**src/rtl/sb_pkg.sv**
```systemverilog
package sb_pkg;

    localparam int LAT_W = 3;
    localparam int CLS_W = 4;

    typedef enum logic [CLS_W-1:0] {
        CL_ALU    = 4'd0,
        CL_ARX    = 4'd1,
        CL_IMUL   = 4'd2,
        CL_LD     = 4'd3,
        CL_VLD    = 4'd4,
        CL_FADD   = 4'd5,
        CL_FMUL   = 4'd6,
        CL_FCMP   = 4'd7,
        CL_FCVT   = 4'd8,
        CL_VMOV   = 4'd9,
        CL_VMOV_W = 4'd10,
        CL_VADD   = 4'd11,
        CL_VADD_W = 4'd12,
        CL_VMUL   = 4'd13,
        CL_VMUL_W = 4'd14,
        CL_NONE   = 4'd15
    } op_class_e;

    function automatic logic [LAT_W-1:0] full_lat(op_class_e c);
        case (c)
            CL_ALU:    return 3'd1;
            CL_ARX:    return 3'd2;
            CL_IMUL:   return 3'd4;
            CL_LD:     return 3'd3;
            CL_VLD:    return 3'd4;
            CL_FADD:   return 3'd4;
            CL_FMUL:   return 3'd6;
            CL_FCMP:   return 3'd3;
            CL_FCVT:   return 3'd6;
            CL_VMOV:   return 3'd2;
            CL_VMOV_W: return 3'd3;
            CL_VADD:   return 3'd4;
            CL_VADD_W: return 3'd5;
            CL_VMUL:   return 3'd6;
            CL_VMUL_W: return 3'd7;
            default:   return 3'd1;
        endcase
    endfunction

    function automatic logic is_wide(op_class_e c);
        return (c == CL_VMOV_W) || (c == CL_VADD_W) || (c == CL_VMUL_W);
    endfunction

    // Wait seen by a wide consumer of this producer.
    function automatic logic [LAT_W-1:0] fwd_lat(op_class_e c);
        case (c)
            CL_VMOV_W: return 3'd2;
            CL_VADD_W: return 3'd4;
            CL_VMUL_W: return 3'd6;
            default:   return full_lat(c);
        endcase
    endfunction

endpackage

```
**src/rtl/sb_reg_timer.sv**
```systemverilog
module sb_reg_timer
    import sb_pkg::*;
(
    input  logic             clk,
    input  logic             rst,
    input  logic             load,
    input  logic [LAT_W-1:0] lat_full,
    input  logic [LAT_W-1:0] lat_fwd,
    output logic [LAT_W-1:0] cnt_full,
    output logic [LAT_W-1:0] cnt_fwd
);

    always_ff @(posedge clk) begin
        if (rst) begin
            cnt_full <= '0;
            cnt_fwd  <= '0;
        end else if (load) begin
            cnt_full <= lat_full;
            cnt_fwd  <= lat_fwd;
        end else begin
            if (cnt_full != '0) cnt_full <= cnt_full - 1'b1;
            if (cnt_fwd  != '0) cnt_fwd  <= cnt_fwd  - 1'b1;
        end
    end

    assert_fwd_not_later_R4: assert property (@(posedge clk) disable iff (rst)
        cnt_fwd <= cnt_full);

    assert_count_down_R1: assert property (@(posedge clk) disable iff (rst)
        (!load && cnt_full != '0) |=> cnt_full == $past(cnt_full) - 1'b1);

    assert_reload_R7: assert property (@(posedge clk) disable iff (rst)
        load |=> cnt_full == $past(lat_full));

endmodule

```
**src/rtl/sb_src_check.sv**
```systemverilog
module sb_src_check
    import sb_pkg::*;
#(
    parameter int REG_W   = 6,
    parameter int NUM_ENT = 64
) (
    input  logic             clk,
    input  logic             rst,
    input  logic             src_vld,
    input  logic [REG_W-1:0] src_reg,
    input  logic             cons_wide,
    input  logic [LAT_W-1:0] cnt_full [NUM_ENT],
    input  logic [LAT_W-1:0] cnt_fwd  [NUM_ENT],
    output logic             busy
);

    logic [LAT_W-1:0] sel_cnt;

    always_comb begin
        sel_cnt = cons_wide ? cnt_fwd[src_reg] : cnt_full[src_reg];
        busy    = src_vld && (sel_cnt != '0);
    end

    assert_invalid_quiet_R8: assert property (@(posedge clk) disable iff (rst)
        !src_vld |-> !busy);

    assert_int_zero_ready_R6: assert property (@(posedge clk) disable iff (rst)
        (src_reg == '0) |-> !busy);

endmodule

```
**src/rtl/sb_scoreboard.sv**
```systemverilog
module sb_scoreboard
    import sb_pkg::*;
#(
    parameter int IDX_W   = 5,
    parameter int NUM_SRC = 3
) (
    input  logic                           clk,
    input  logic                           rst,
    input  logic [CLS_W-1:0]               chk_cls,
    input  logic [NUM_SRC-1:0]             chk_src_vld,
    input  logic [NUM_SRC-1:0][IDX_W:0]    chk_src_reg,
    input  logic                           wr_en,
    input  logic [IDX_W:0]                 wr_reg,
    input  logic [CLS_W-1:0]               wr_cls,
    output logic                           stall
);

    localparam int REG_W   = IDX_W + 1;
    localparam int NUM_ENT = 2 ** REG_W;

    op_class_e        wr_c;
    op_class_e        chk_c;
    logic [LAT_W-1:0] wr_full;
    logic [LAT_W-1:0] wr_fwd;
    logic             cons_wide;

    logic [LAT_W-1:0] cnt_full [NUM_ENT];
    logic [LAT_W-1:0] cnt_fwd  [NUM_ENT];
    logic [NUM_SRC-1:0] busy;

    always_comb begin
        wr_c      = op_class_e'(wr_cls);
        chk_c     = op_class_e'(chk_cls);
        wr_full   = full_lat(wr_c);
        wr_fwd    = fwd_lat(wr_c);
        cons_wide = is_wide(chk_c);
    end

    for (genvar e = 0; e < NUM_ENT; e++) begin : g_ent
        logic ld;
        if (e == 0) begin : g_hardzero
            assign ld = 1'b0;
        end else begin : g_tracked
            assign ld = wr_en && (wr_reg == REG_W'(e));
        end
        sb_reg_timer i_timer (
            .clk      (clk),
            .rst      (rst),
            .load     (ld),
            .lat_full (wr_full),
            .lat_fwd  (wr_fwd),
            .cnt_full (cnt_full[e]),
            .cnt_fwd  (cnt_fwd[e])
        );
    end

    for (genvar s = 0; s < NUM_SRC; s++) begin : g_src
        sb_src_check #(
            .REG_W   (REG_W),
            .NUM_ENT (NUM_ENT)
        ) i_chk (
            .clk       (clk),
            .rst       (rst),
            .src_vld   (chk_src_vld[s]),
            .src_reg   (chk_src_reg[s]),
            .cons_wide (cons_wide),
            .cnt_full  (cnt_full),
            .cnt_fwd   (cnt_fwd),
            .busy      (busy[s])
        );
    end

    assign stall = |busy;

    assert_int_zero_idle_R6: assert property (@(posedge clk) disable iff (rst)
        cnt_full[0] == '0 && cnt_fwd[0] == '0);

    assert_write_pends_R7: assert property (@(posedge clk) disable iff (rst)
        (wr_en && wr_reg != '0) |=> cnt_full[$past(wr_reg)] != '0);

    assert_nothing_valid_R8: assert property (@(posedge clk) disable iff (rst)
        (chk_src_vld == '0) |-> !stall);

endmodule

```
**config.mk**
```make
export PLATFORM = sky130hd
export DESIGN_NAME = sb_scoreboard
export DESIGN_NICKNAME = d
export VERILOG_FILES = /design/src/rtl/sb_pkg.sv /design/src/rtl/sb_reg_timer.sv /design/src/rtl/sb_src_check.sv /design/src/rtl/sb_scoreboard.sv
export SDC_FILE = /design/constraint.sdc
export NUM_CORES = 1
export LEC_CHECK = 0
export BUFFER_PORTS_ARGS = -buffer_cell sky130_fd_sc_hd__buf_2
export CORE_AREA = 2 2 222 224
export CTS_BUF_LIST = sky130_fd_sc_hd__clkbuf_4 sky130_fd_sc_hd__clkbuf_8 sky130_fd_sc_hd__clkbuf_16
export DETAILED_ROUTE_END_ITERATION = 10
export DIE_AREA = 0 0 224 226
export GPL_TIMING_DRIVEN = 1
export PLACE_DENSITY = 0.78
export SETUP_SLACK_MARGIN = 0.2
export SLEW_MARGIN = 20
export SYNTH_ARGS = -nofsm -noshare
export SYNTH_HDL_FRONTEND = slang
export SYNTH_SLANG_ARGS = --single-unit
```
**constraint.sdc**
```tcl
create_clock -name clk -period 2.1 [get_ports clk]
set_input_delay 0.21 -clock clk [delete_from_list [all_inputs] [get_ports clk]]
set_output_delay 0.21 -clock clk [all_outputs]
set_load 0.005 [all_outputs]
```
## Word level (Yosys, flattened, before mapping)

Memories as Yosys holds them, arrays and structs flattened.
Cells that the tools add are included.

- Add/sub/neg operators: 128
- $lt $le $gt $ge: 3
- Eq/ne operators: 69
- Mux-type cells: 274
- Bitwise gates (word level): 3
- Reduce and logical (&&, ||, !) cells: 326

Operators by type and width:

| operator | count |
|---|---|
| two-way mux 3 bit | 267 |
| nonzero test 3 bit | 131 |
| subtractor 3 x 1 -> 3 bit (second input constant) | 128 |
| nonzero test 2 bit | 126 |
| equality test 6 bit (second input constant) | 32 |
| binary-select mux 3 bit (select 6 bit) | 6 |
| equality test 6 x 5 -> 1 bit (second input constant) | 16 |
| logical AND 1 bit | 66 |
| equality test 6 x 4 -> 1 bit (second input constant) | 8 |
| equality test 4 bit (second input constant) | 6 |
| equality test 6 x 3 -> 1 bit (second input constant) | 4 |
| greater-or-equal comparator 7 bit (second input constant) | 3 |
| NOT 6 -> 7 bit | 3 |
| equality test 6 x 2 -> 1 bit (second input constant) | 2 |
| one-hot mux 3 bit (3 select lines) | 1 |
| equality test 6 x 1 -> 1 bit (second input constant) | 1 |
| OR reduction 3 bit | 1 |
| logical OR 1 bit | 2 |

- Register bits: 384
- Memory bits (read-only): 96
- Output and inout bits: 1
- Word-level logic and storage cells: 933
- Memories: 2

Memory list:

| name | depth | width | read ports | clocked after Yosys merged registers in | wr ports | line | text |
|---|---|---|---|---|---|---|---|
| (name not given) | 16 | 3 | 1 | 0 | 0 | sb_pkg.sv:26 | `case (c)` |
| (name not given) | 16 | 3 | 1 | 0 | 0 | sb_pkg.sv:26 |  |

## Logic depth before layout (Yosys ltp)

Gate-level depths: netlist of run 1.

- Depth in word-level cells: 8
- Gate-level depth with buffers: 11
- Gate-level depth less buffers: 9

## Modules after synthesis

A second synthesis of run 1 with hierarchy kept.

- Cell total of the unflattened synthesis: 3759
- Area total of the unflattened synthesis: 33193.1 um2

Modules (own cells, without submodules):

| module | instances | cells an instance | area an instance (um2) | seq. area each (um2) |
|---|---|---|---|---|
| sb_reg_timer | 64 | 42 | 404.1 | 120.1 |
| sb_src_check | 3 | 313 | 2218.4 | 0.0 |
| sb_scoreboard | 1 | 132 | 673.1 | 0.0 |

## Worst setup path after synthesis of run 1

No wires, ideal clock.

- Path kind: input to output
- From: input chk_src_reg[1] in the netlist's numbering
- To: output stall
- Data arrival time: 1925 ps
- Setup slack: -35 ps
- Cell stages on the path: 9
- Path buffers: 2
- Path through: buf_2 > inv_2 > buf_2 > mux4_2 > mux2i_1 > mux2i_1 > a311oi_1 > a22oi_1 > o211ai_1

- Cells in the longest elaborated chain, start to end: 8

RTL lines:

| element | line | text |
|---|---|---|
| start, declared | sb_scoreboard.sv:11 | `input logic [NUM_SRC-1:0][IDX_W:0] chk_src_reg,` |
| NOT 6 -> 7 bit (not written as such) (*) | sb_src_check.sv:20 | `sel_cnt = cons_wide ? cnt_fwd[src_reg] : cnt_full[src_reg];` |
| binary-select mux 3 bit (select 6 bit) | sb_src_check.sv:20 |  |
| two-way mux 3 bit (not written as such) (2 in a row) | sb_src_check.sv:20 |  |
| two-way mux 3 bit (*) | sb_src_check.sv:20 |  |
| nonzero test 3 bit (*) | sb_src_check.sv:21 | `busy = src_vld && (sel_cnt != '0);` |
| logical AND 1 bit (*) | sb_src_check.sv:21 |  |
| OR reduction 3 bit (*) | sb_scoreboard.sv:73 | `assign stall = \|busy;` |
| end, declared | sb_scoreboard.sv:15 | `output logic stall` |

Mark *: on every way between the ends. The rest lies on a longest branch, timed or not. The select of a mux whose other input is x is not followed.

## Worst setup path in the final report of run 1

- From: register g_ent[8].i_timer.cnt_full[2]
- To: output stall

- Cells in the longest elaborated chain, start to end: 7

RTL lines:

| element | line | text |
|---|---|---|
| start, declared | sb_reg_timer.sv:9 | `output logic [LAT_W-1:0] cnt_full,` |
| start signal, assigned | sb_reg_timer.sv:18 | `cnt_full <= lat_full;` |
| start signal, assigned | sb_reg_timer.sv:21 | `if (cnt_full != '0) cnt_full <= cnt_full - 1'b1;` |
| binary-select mux 3 bit (select 6 bit) | sb_src_check.sv:20 |  |
| two-way mux 3 bit (not written as such) (2 in a row) | sb_src_check.sv:20 |  |
| two-way mux 3 bit | sb_src_check.sv:20 |  |
| nonzero test 3 bit | sb_src_check.sv:21 |  |
| logical AND 1 bit | sb_src_check.sv:21 |  |
| OR reduction 3 bit (*) | sb_scoreboard.sv:73 |  |

Marked as above.

==> results.yml, run 1 <==
outcome:
  status: "finished with violations"
  violations: "negative setup slack"
routing:
  sum_of_routed_wire_length_over_all_layers_um: 96200
  drt-initial-drc-count: 3133
  met3_wirelength_um: 9830
  top_signal_layer_used: "met5"
  route.vias.total: 29504
  drc: 0
  met2RoutedLength_um: 42600
  drt-pass1-iter-count: 6
  routedLengthMet1_um: 35900
  post_drt_wl_per_cell_um: 19.9
  drt.antenna.violating_nets: 0
  vias_per_cell: 6.09
logic_synthesis:
  yosys_warnings: 0
  yosys.area_share.xor_xnor_pct: 3.98
  synth_most_common_cell: "sky130_fd_sc_hd__nor2_1"
  synth-async-reset-ratio_pct: 0
  yosys.cell_types.count: 72
  syn-cell-area_um2: 28100
  synth_simple_gate_area_share_pct: 22.8
  synth-seq-area-share_pct: 27.3
  synth_mux_area_share_pct: 11.5
  synth-adder-area-share_pct: 11.6
  main_synth_ff_type: "sky130_fd_sc_hd__dfxtp_1"
  synth_edf_count: 0
  synthDominantAreaCellType: "sky130_fd_sc_hd__dfxtp_1"
  syn_area_per_cell_um2: 7.68
  ys_ff_latch: 384
  synth.top_cells.by_count: "607 x sky130_fd_sc_hd__nor2_1, 384 x sky130_fd_sc_hd__dfxtp_1, 348 x sky130_fd_sc_hd__nand2_1"
  synth_top_cells_by_area: "sky130_fd_sc_hd__dfxtp_1 27%, sky130_fd_sc_hd__ha_1 12%, sky130_fd_sc_hd__nor2_1 8.1%"
  post_synth_inst_count: 3667
  synth_compound_area_share_pct: 16.2
  largest_family_of_logic_cells_by_synthesized_area: "simple AND/OR/NAND/NOR gates"
  mappedNetlistNets: 3966
  yosys.area.top_type_share_pct: 27.3
pwr:
  max-vdd-ir-drop_uv: 984
  power.sequential.fraction_pct: 24.5
  cellLeakagePower_nw: 15.5
  power-per-cell-area_nw_per_um2: 1520
  power.internal_mw: 31.5
  design_power_total_mw: 53.6
  power_switching_share_pct: 41.2
  switching_power_mw: 22.1
  combinationalPowerShare_pct: 60.0
  power.share.clock_pct: 15.5
worst_setup_path:
  crit_path_max_fanout: 3
  worst-setup-path-type: "reg2out"
  required_arrival_time_at_the_worst_endpoint_ns: 1.89
  worstReg2RegEnd: "g_ent[22].i_timer.cnt_fwd[1]$_SDFFE_PP0P_"
  crit_path_start_kind: "register"
  end_kind: "primary output"
  reg2reg_from: "g_ent[22].i_timer.cnt_fwd[1]$_SDFFE_PP0P_"
  reg2reg_depth: 9
  worst-endpoint-arrival_ns: 3.07
  r2r_slack_ns: 0.47
floorplanning:
  die_w_um: 224
  pin_count: 39
  die_area_um2: 50600
  overall_die_height_um: 226
  coreArea_um2: 48300
  placement_rows: 81
  start_util_pct: 58.2
worst_hold_path:
  worst_hold_path.endpoint: "g_ent[57].i_timer.cnt_full[1]$_SDFFE_PP0P_"
  hold_class: "in2reg"
  worstHoldPathCells: 2
  hold_sp: "rst"
timing:
  period_needed_ns: 3.28
  hold_violations: 0
  worst_clock_skew_ns: 0.0203
  max_slew.worst_pin.slew_ns: 0.700
  achievable-frequency_mhz: 305
  final.setup.worst_slack_ns: -1.18
  finalSetupViolCount: 1
  drv_slew: 0
  finalCritPeriodShare_pct: 156
  rsz0062_at_grt: "true"
  slew_headroom_pct: 53.0
grt:
  overflow_left_after_global_routing: 0
  global_route.usage.total_pct: 37.5
  first_global_vias: 28527
  number_of_antenna_violations_at_the_first_check_in_global_routing: 3
  global_route_wire_length_before_repair_um: 149000
  grt_max_degree: 80
layout:
  layout.nets: 4485
  drive_gt1_share_pct: 20.7
  final_cell_count_no_fill: 4843
  finish.utilization_pct: 73.0
  area_growth_pct: 25.4
cts:
  tritoncts_sinks: 384
  cell_at_the_root_of_the_clock_tree: "sky130_fd_sc_hd__clkbuf_16"
  cts.reportedPaths.clkPinSlew_ns: 0.06
  clock_insertion_delay_worst_skew_ns: 0.60
  hold_buffers: 0
  maximum_number_of_buffers_from_clock_root_to_sink: 3
  tritoncts: "built"
  h-tree-depth: 2
  clock_buffers_created_by_tritoncts: 45
job:
  max_capacitance_violation_count: 0
place:
  hpwl_um: 69700
  finalWeightedCongestion: 1.04
  io_buffers: 38
  dpl.cell_count: 4757
-- metrics by stage --
step | setup slack, ns | cell area (um^2) | hold slack, ns | setup TNS, ns
global route | -1.25 | 35300 | 0.0844 | -1.25
finish | -1.18 | 35300 | 0.0474 | -1.18
CTS | -1.10 | 35200 | 0.0600 | -1.10
floorplan | 0.0591 | 28200 | 0.440 | 0
global placement | -0.842 | 33500 | 0.584 | -0.842
detailed placement | -0.848 | 33500 | 0.598 | -0.848
-- timing repair --
action | 4_1_cts | 5_1_grt
setup endpoints to repair | 1 | 1
gates resized for setup | 16 | 24
pin swaps | 4 | 7
setup buffers | 3 | 1
-- power by group through the flow --
stage,sequential (mW),clock [mW],combinational (mW)
after floorplan,12.9,0,19.6
after global placement,13.0,0,30.0
after detailed placement,13.0,0,31.0
after CTS,12.9,8.35,31.5
after global routing,13.4,8.64,35.6
final,13.1,8.33,32.2
-- critical path, cell delays in order (launching register included) --
cell and delay [ns]:
sky130_fd_sc_hd__dfxtp_1 0.33, sky130_fd_sc_hd__nor3_2 0.49, sky130_fd_sc_hd__mux4_2 0.34, sky130_fd_sc_hd__nand2_1 0.05, sky130_fd_sc_hd__a21oi_1 0.37, sky130_fd_sc_hd__o22ai_1 0.17, sky130_fd_sc_hd__a211oi_2 0.21, sky130_fd_sc_hd__o211ai_1 0.27
sky130_fd_sc_hd__buf_2 0.22
-- layer usage --
layer | global-route usage (%) | up-vias
li1 | - | 13740
met1 | 44.1 | 13656
met2 | 60.4 | 1587
met3 | 8.50 | 519
met4 | 27.0 | 2
met5 | 0 | -
-- worst max-delay path by stage --
stage	from	to	slack [ns]	cells after the start
global route	g_ent[54].i_timer.cnt_fwd[2]$_SDFFE_PP0P_	stall	-1.25	8
detailed placement	chk_src_reg[6]	stall	-0.85	10
floorplan	g_ent[16].i_timer.cnt_fwd[1]$_SDFFE_PP0P_	stall	0.06	7
global placement	chk_src_reg[6]	stall	-0.84	10
CTS	g_ent[50].i_timer.cnt_full[2]$_SDFFE_PP0P_	stall	-1.10	10
finish	g_ent[8].i_timer.cnt_full[2]$_SDFFE_PP0P_	stall	-1.18	8
-- layout by cell type, fill, tap and decap left out, drive strengths merged, types with 7 or more instances in the layout --
cell type | synthesis | routed
mux4 | 78 | 78
mux2i | 138 | 138
nand2 | 348 | 348
a211o | 11 | 11
a311oi | 14 | 14
a211oi | 152 | 152
nor3 | 159 | 159
a31oi | 26 | 26
inv | 286 | 287
o21ai | 149 | 149
ha | 261 | 261
nand3 | 131 | 131
xnor2 | 128 | 128
a2111oi | 17 | 17
clkinv | 0 | 11
nor4 | 36 | 36
clkbuf | 113 | 64
nor2 | 607 | 607
mux2 | 7 | 7
or3 | 11 | 11
buf | 70 | 655
nand2b | 12 | 12
a21oi | 304 | 304
nor2b | 134 | 134
dfxtp | 384 | 384
-- registers in the layout (all words and copies together), names as in the netlist --
signal                  count
g_ent.i_timer.cnt_full    192
g_ent.i_timer.cnt_fwd     192
-- area by class of cell --
class / instances / area, um^2
clock inverter: 16 / 165
clock buffer: 64 / 1400
fill: 3641 / 13000
sequential: 384 / 7690
timing repair buffer: 655 / 5360
antenna: 2 / 5.00
tap: 622 / 778
multi-input combinational: 2814 / 18800
inverter: 286 / 1070
-- cells by family (layout without fill, tap and decap cells) --
logic type      Yosys count  after routing
compound gates          742            742
buf+inv                 469           1021
flops                   384            384
other cells               0              2
simple gates           1460           1460
mux                     223            223
xor+xnor                128            128
fa+ha+maj               261            261
Power figures use the tool's default switching activity.
==> run 2, diff against run 1 <==
==> constraint.sdc (replaced) <==
create_clock -name clk -period 2.65 [get_ports clk]
set_input_delay 0.265 -clock clk [delete_from_list [all_inputs] [get_ports clk]]
set_output_delay 0.265 -clock clk [all_outputs]
set_load 0.005 [all_outputs]
==> run 2 against run 1 <==
Net effect: the flow still finishes with violations (negative setup slack); via count shrank 7.3%; register-to-register slack better by 0.69 ns; cell count shrank 8.1%; global-route usage shrank 2.3 points; non-clock buffer count fell by 388; flip-flop and latch count unchanged; routed wire length decreased by 6.8%; hold slack better by 0.075 ns; design area fell by 8.8%; count of clock-buffer cells in the layout rose by 3; die area did not move; clock power shrank 23%; largest cell class unchanged.
==> results.yml, run 2 (synthesis gave the netlist of run 1 again) <==
floorplanning:
  coreArea_um2: 48300
  overall_die_height_um: 226
  start_util_pct: 58.2
  pin_count: 39
  die_area_um2: 50600
  placement_rows: 81
  die_w_um: 224
worst_setup_path:
  timing.critical_path.from: "g_ent[16].i_timer.cnt_full[2]$_SDFFE_PP0P_"
  required_arrival_time_at_the_worst_endpoint_ns: 2.38
  cpMaxStageDelayCell: "sky130_fd_sc_hd__nor3_1"
  crit_path_cell_trace: "nor3_1, mux4_2, nor3_1, nor4b_1, a32oi_2, o211ai_1, o211ai_1, buf_2"
  worstReg2RegEnd: "g_ent[4].i_timer.cnt_full[1]$_SDFFE_PP0P_"
  worst-endpoint-arrival_ns: 3.03
  cp-endpoint: "stall"
  crit_path_max_fanout: 5
  reg2reg_depth: 7
  critical_path.max_stage_delay_ns: 0.54
  cp_num_buf_inv: 1
  worst_path_dominant_cell_family: "simple AND/OR/NAND/NOR gates"
  end_kind: "primary output"
  worst-setup-path-type: "reg2out"
  critical_path_cell_count: 8
  r2r_slack_ns: 1.16
  crit_path_start_kind: "register"
  reg2reg_from: "g_ent[4].i_timer.cnt_full[0]$_SDFFE_PP0P_"
grt:
  overflow_left_after_global_routing: 0
  first_global_vias: 25907
  grt_max_degree: 74
  number_of_antenna_violations_at_the_first_check_in_global_routing: 3
  global_route.usage.total_pct: 35.1
  global_route_wire_length_before_repair_um: 140000
pwr:
  switching_power_mw: 16.4
  power.share.clock_pct: 16.6
  power_switching_share_pct: 42.4
  power.sequential.fraction_pct: 28.7
  power.internal_mw: 22.2
  power-per-cell-area_nw_per_um2: 1200
  combinationalPowerShare_pct: 54.6
  max-vdd-ir-drop_uv: 694
  cellLeakagePower_nw: 13.4
outcome:
  violations: "negative setup slack"
  status: "finished with violations"
cts:
  maximum_number_of_buffers_from_clock_root_to_sink: 3
  clock_insertion_delay_worst_skew_ns: 0.60
  tritoncts: "built"
  post-cts-setup-buffer-count: 0
  cell_at_the_root_of_the_clock_tree: "sky130_fd_sc_hd__clkbuf_16"
  tritoncts_sinks: 384
  clock_buffers_created_by_tritoncts: 46
  h-tree-depth: 2
  cts.reportedPaths.clkPinSlew_ns: 0.06
routing:
  drt-pass1-iter-count: 6
  drt.antenna.violating_nets: 0
  drc: 0
  vias_per_cell: 6.14
  route.vias.total: 27354
  drt-initial-drc-count: 2779
  sum_of_routed_wire_length_over_all_layers_um: 89700
  post_drt_wl_per_cell_um: 20.1
layout:
  drive_gt1_share_pct: 13.0
  final_common_cell: "sky130_fd_sc_hd__nor2_1"
  layout_top_registers: "g_ent.i_timer.cnt_full x192, g_ent.i_timer.cnt_fwd x192"
  layout.nets: 4098
  mostFrequentLayoutCells: "606 x sky130_fd_sc_hd__nor2_1, 365 x sky130_fd_sc_hd__dfxtp_1, 347 x sky130_fd_sc_hd__nand2_1"
  area_growth_pct: 14.3
timing:
  worst_clock_skew_ns: 0.0258
  hold_violations: 0
  achievable-frequency_mhz: 303
  finalSetupViolCount: 1
  finalSetupTns_ns: -0.649
  slew_headroom_pct: 55.2
  final.setup.worst_slack_ns: -0.649
  period_needed_ns: 3.30
  drv_slew: 0
  rsz0062_at_grt: "true"
  finalCritPeriodShare_pct: 124
  max_slew.worst_pin.slew_ns: 0.667
place:
  hpwl_um: 63400
  finalWeightedCongestion: 1.00
  pre_cts_ws_ns: -0.302
  io_buffers: 38
worst_hold_path:
  hold_sp: "rst"
  hold_class: "in2reg"
job:
  max_capacitance_violation_count: 0
run 2: power by group through the flow:
| stage | clock (mW) | sequential [mW] | combinational [mW] |
|---|---|---|---|
| final | 6.42 | 11.1 | 21.1 |
| after global routing | 6.71 | 11.4 | 23.6 |
| after CTS | 6.47 | 11.0 | 20.8 |
| after detailed placement | 0 | 11.0 | 20.4 |
| after global placement | 0 | 11.0 | 19.9 |
| after floorplan | 0 | 10.3 | 15.5 |
run 2: cell type report:
cell class	count	area (um^2)
Antenna cell	2	5.00
Clock buffer	67	1390
Clock inverter	11	115
Fill cell	4126	16200
Inverter	286	1070
Multi-Input combinational cell	2814	18800
Sequential cell	384	7710
Tap cell	622	778
Timing Repair Buffer	267	2280
run 2: routing by layer:
layer | routed length, um | global-route usage, %
met5 | 13 | 0
met4 | 6160 | 22.4
met3 | 8650 | 7.08
met2 | 39900 | 56.5
met1 | 35000 | 43.1
run 2: how the worst min path moves through the flow:
| stage | end | slack [ns] | cells after the start |
|---|---|---|---|
| finish | g_ent[53].i_timer.cnt_full[1]$_SDFFE_PP0P_ | 0.12 | 2 |
| global route | g_ent[63].i_timer.cnt_fwd[1]$_SDFFE_PP0P_ | 0.12 | 2 |
| CTS | g_ent[53].i_timer.cnt_full[1]$_SDFFE_PP0P_ | 0.09 | 2 |
| detailed placement | g_ent[0].i_timer.cnt_fwd[1]$_SDFFE_PP0P_ | 0.54 | 2 |
| global placement | g_ent[0].i_timer.cnt_fwd[1]$_SDFFE_PP0P_ | 0.53 | 2 |
| floorplan | g_ent[16].i_timer.cnt_fwd[0]$_SDFFE_PP0P_ | 0.49 | 3 |
run 2: through the flow:
step,hold slack [ns],power [mW],std cells,cell area (um^2),util [%]
CTS,0.0933,38.2,4451,32100,66.4
floorplan,0.495,25.7,3667,28100,-
global route,0.121,41.7,4453,32200,66.6
detailed placement,0.536,31.4,4373,30500,63.1
global placement,0.527,30.9,4373,30500,63.1
finish,0.123,38.6,4453,32200,66.6
run 2: repair_timing:
action,in CTS,in global routing
resized for setup,31,22
endpoints found under the setup margin,1,1
pin swaps,10,2
hold buffers,0,0
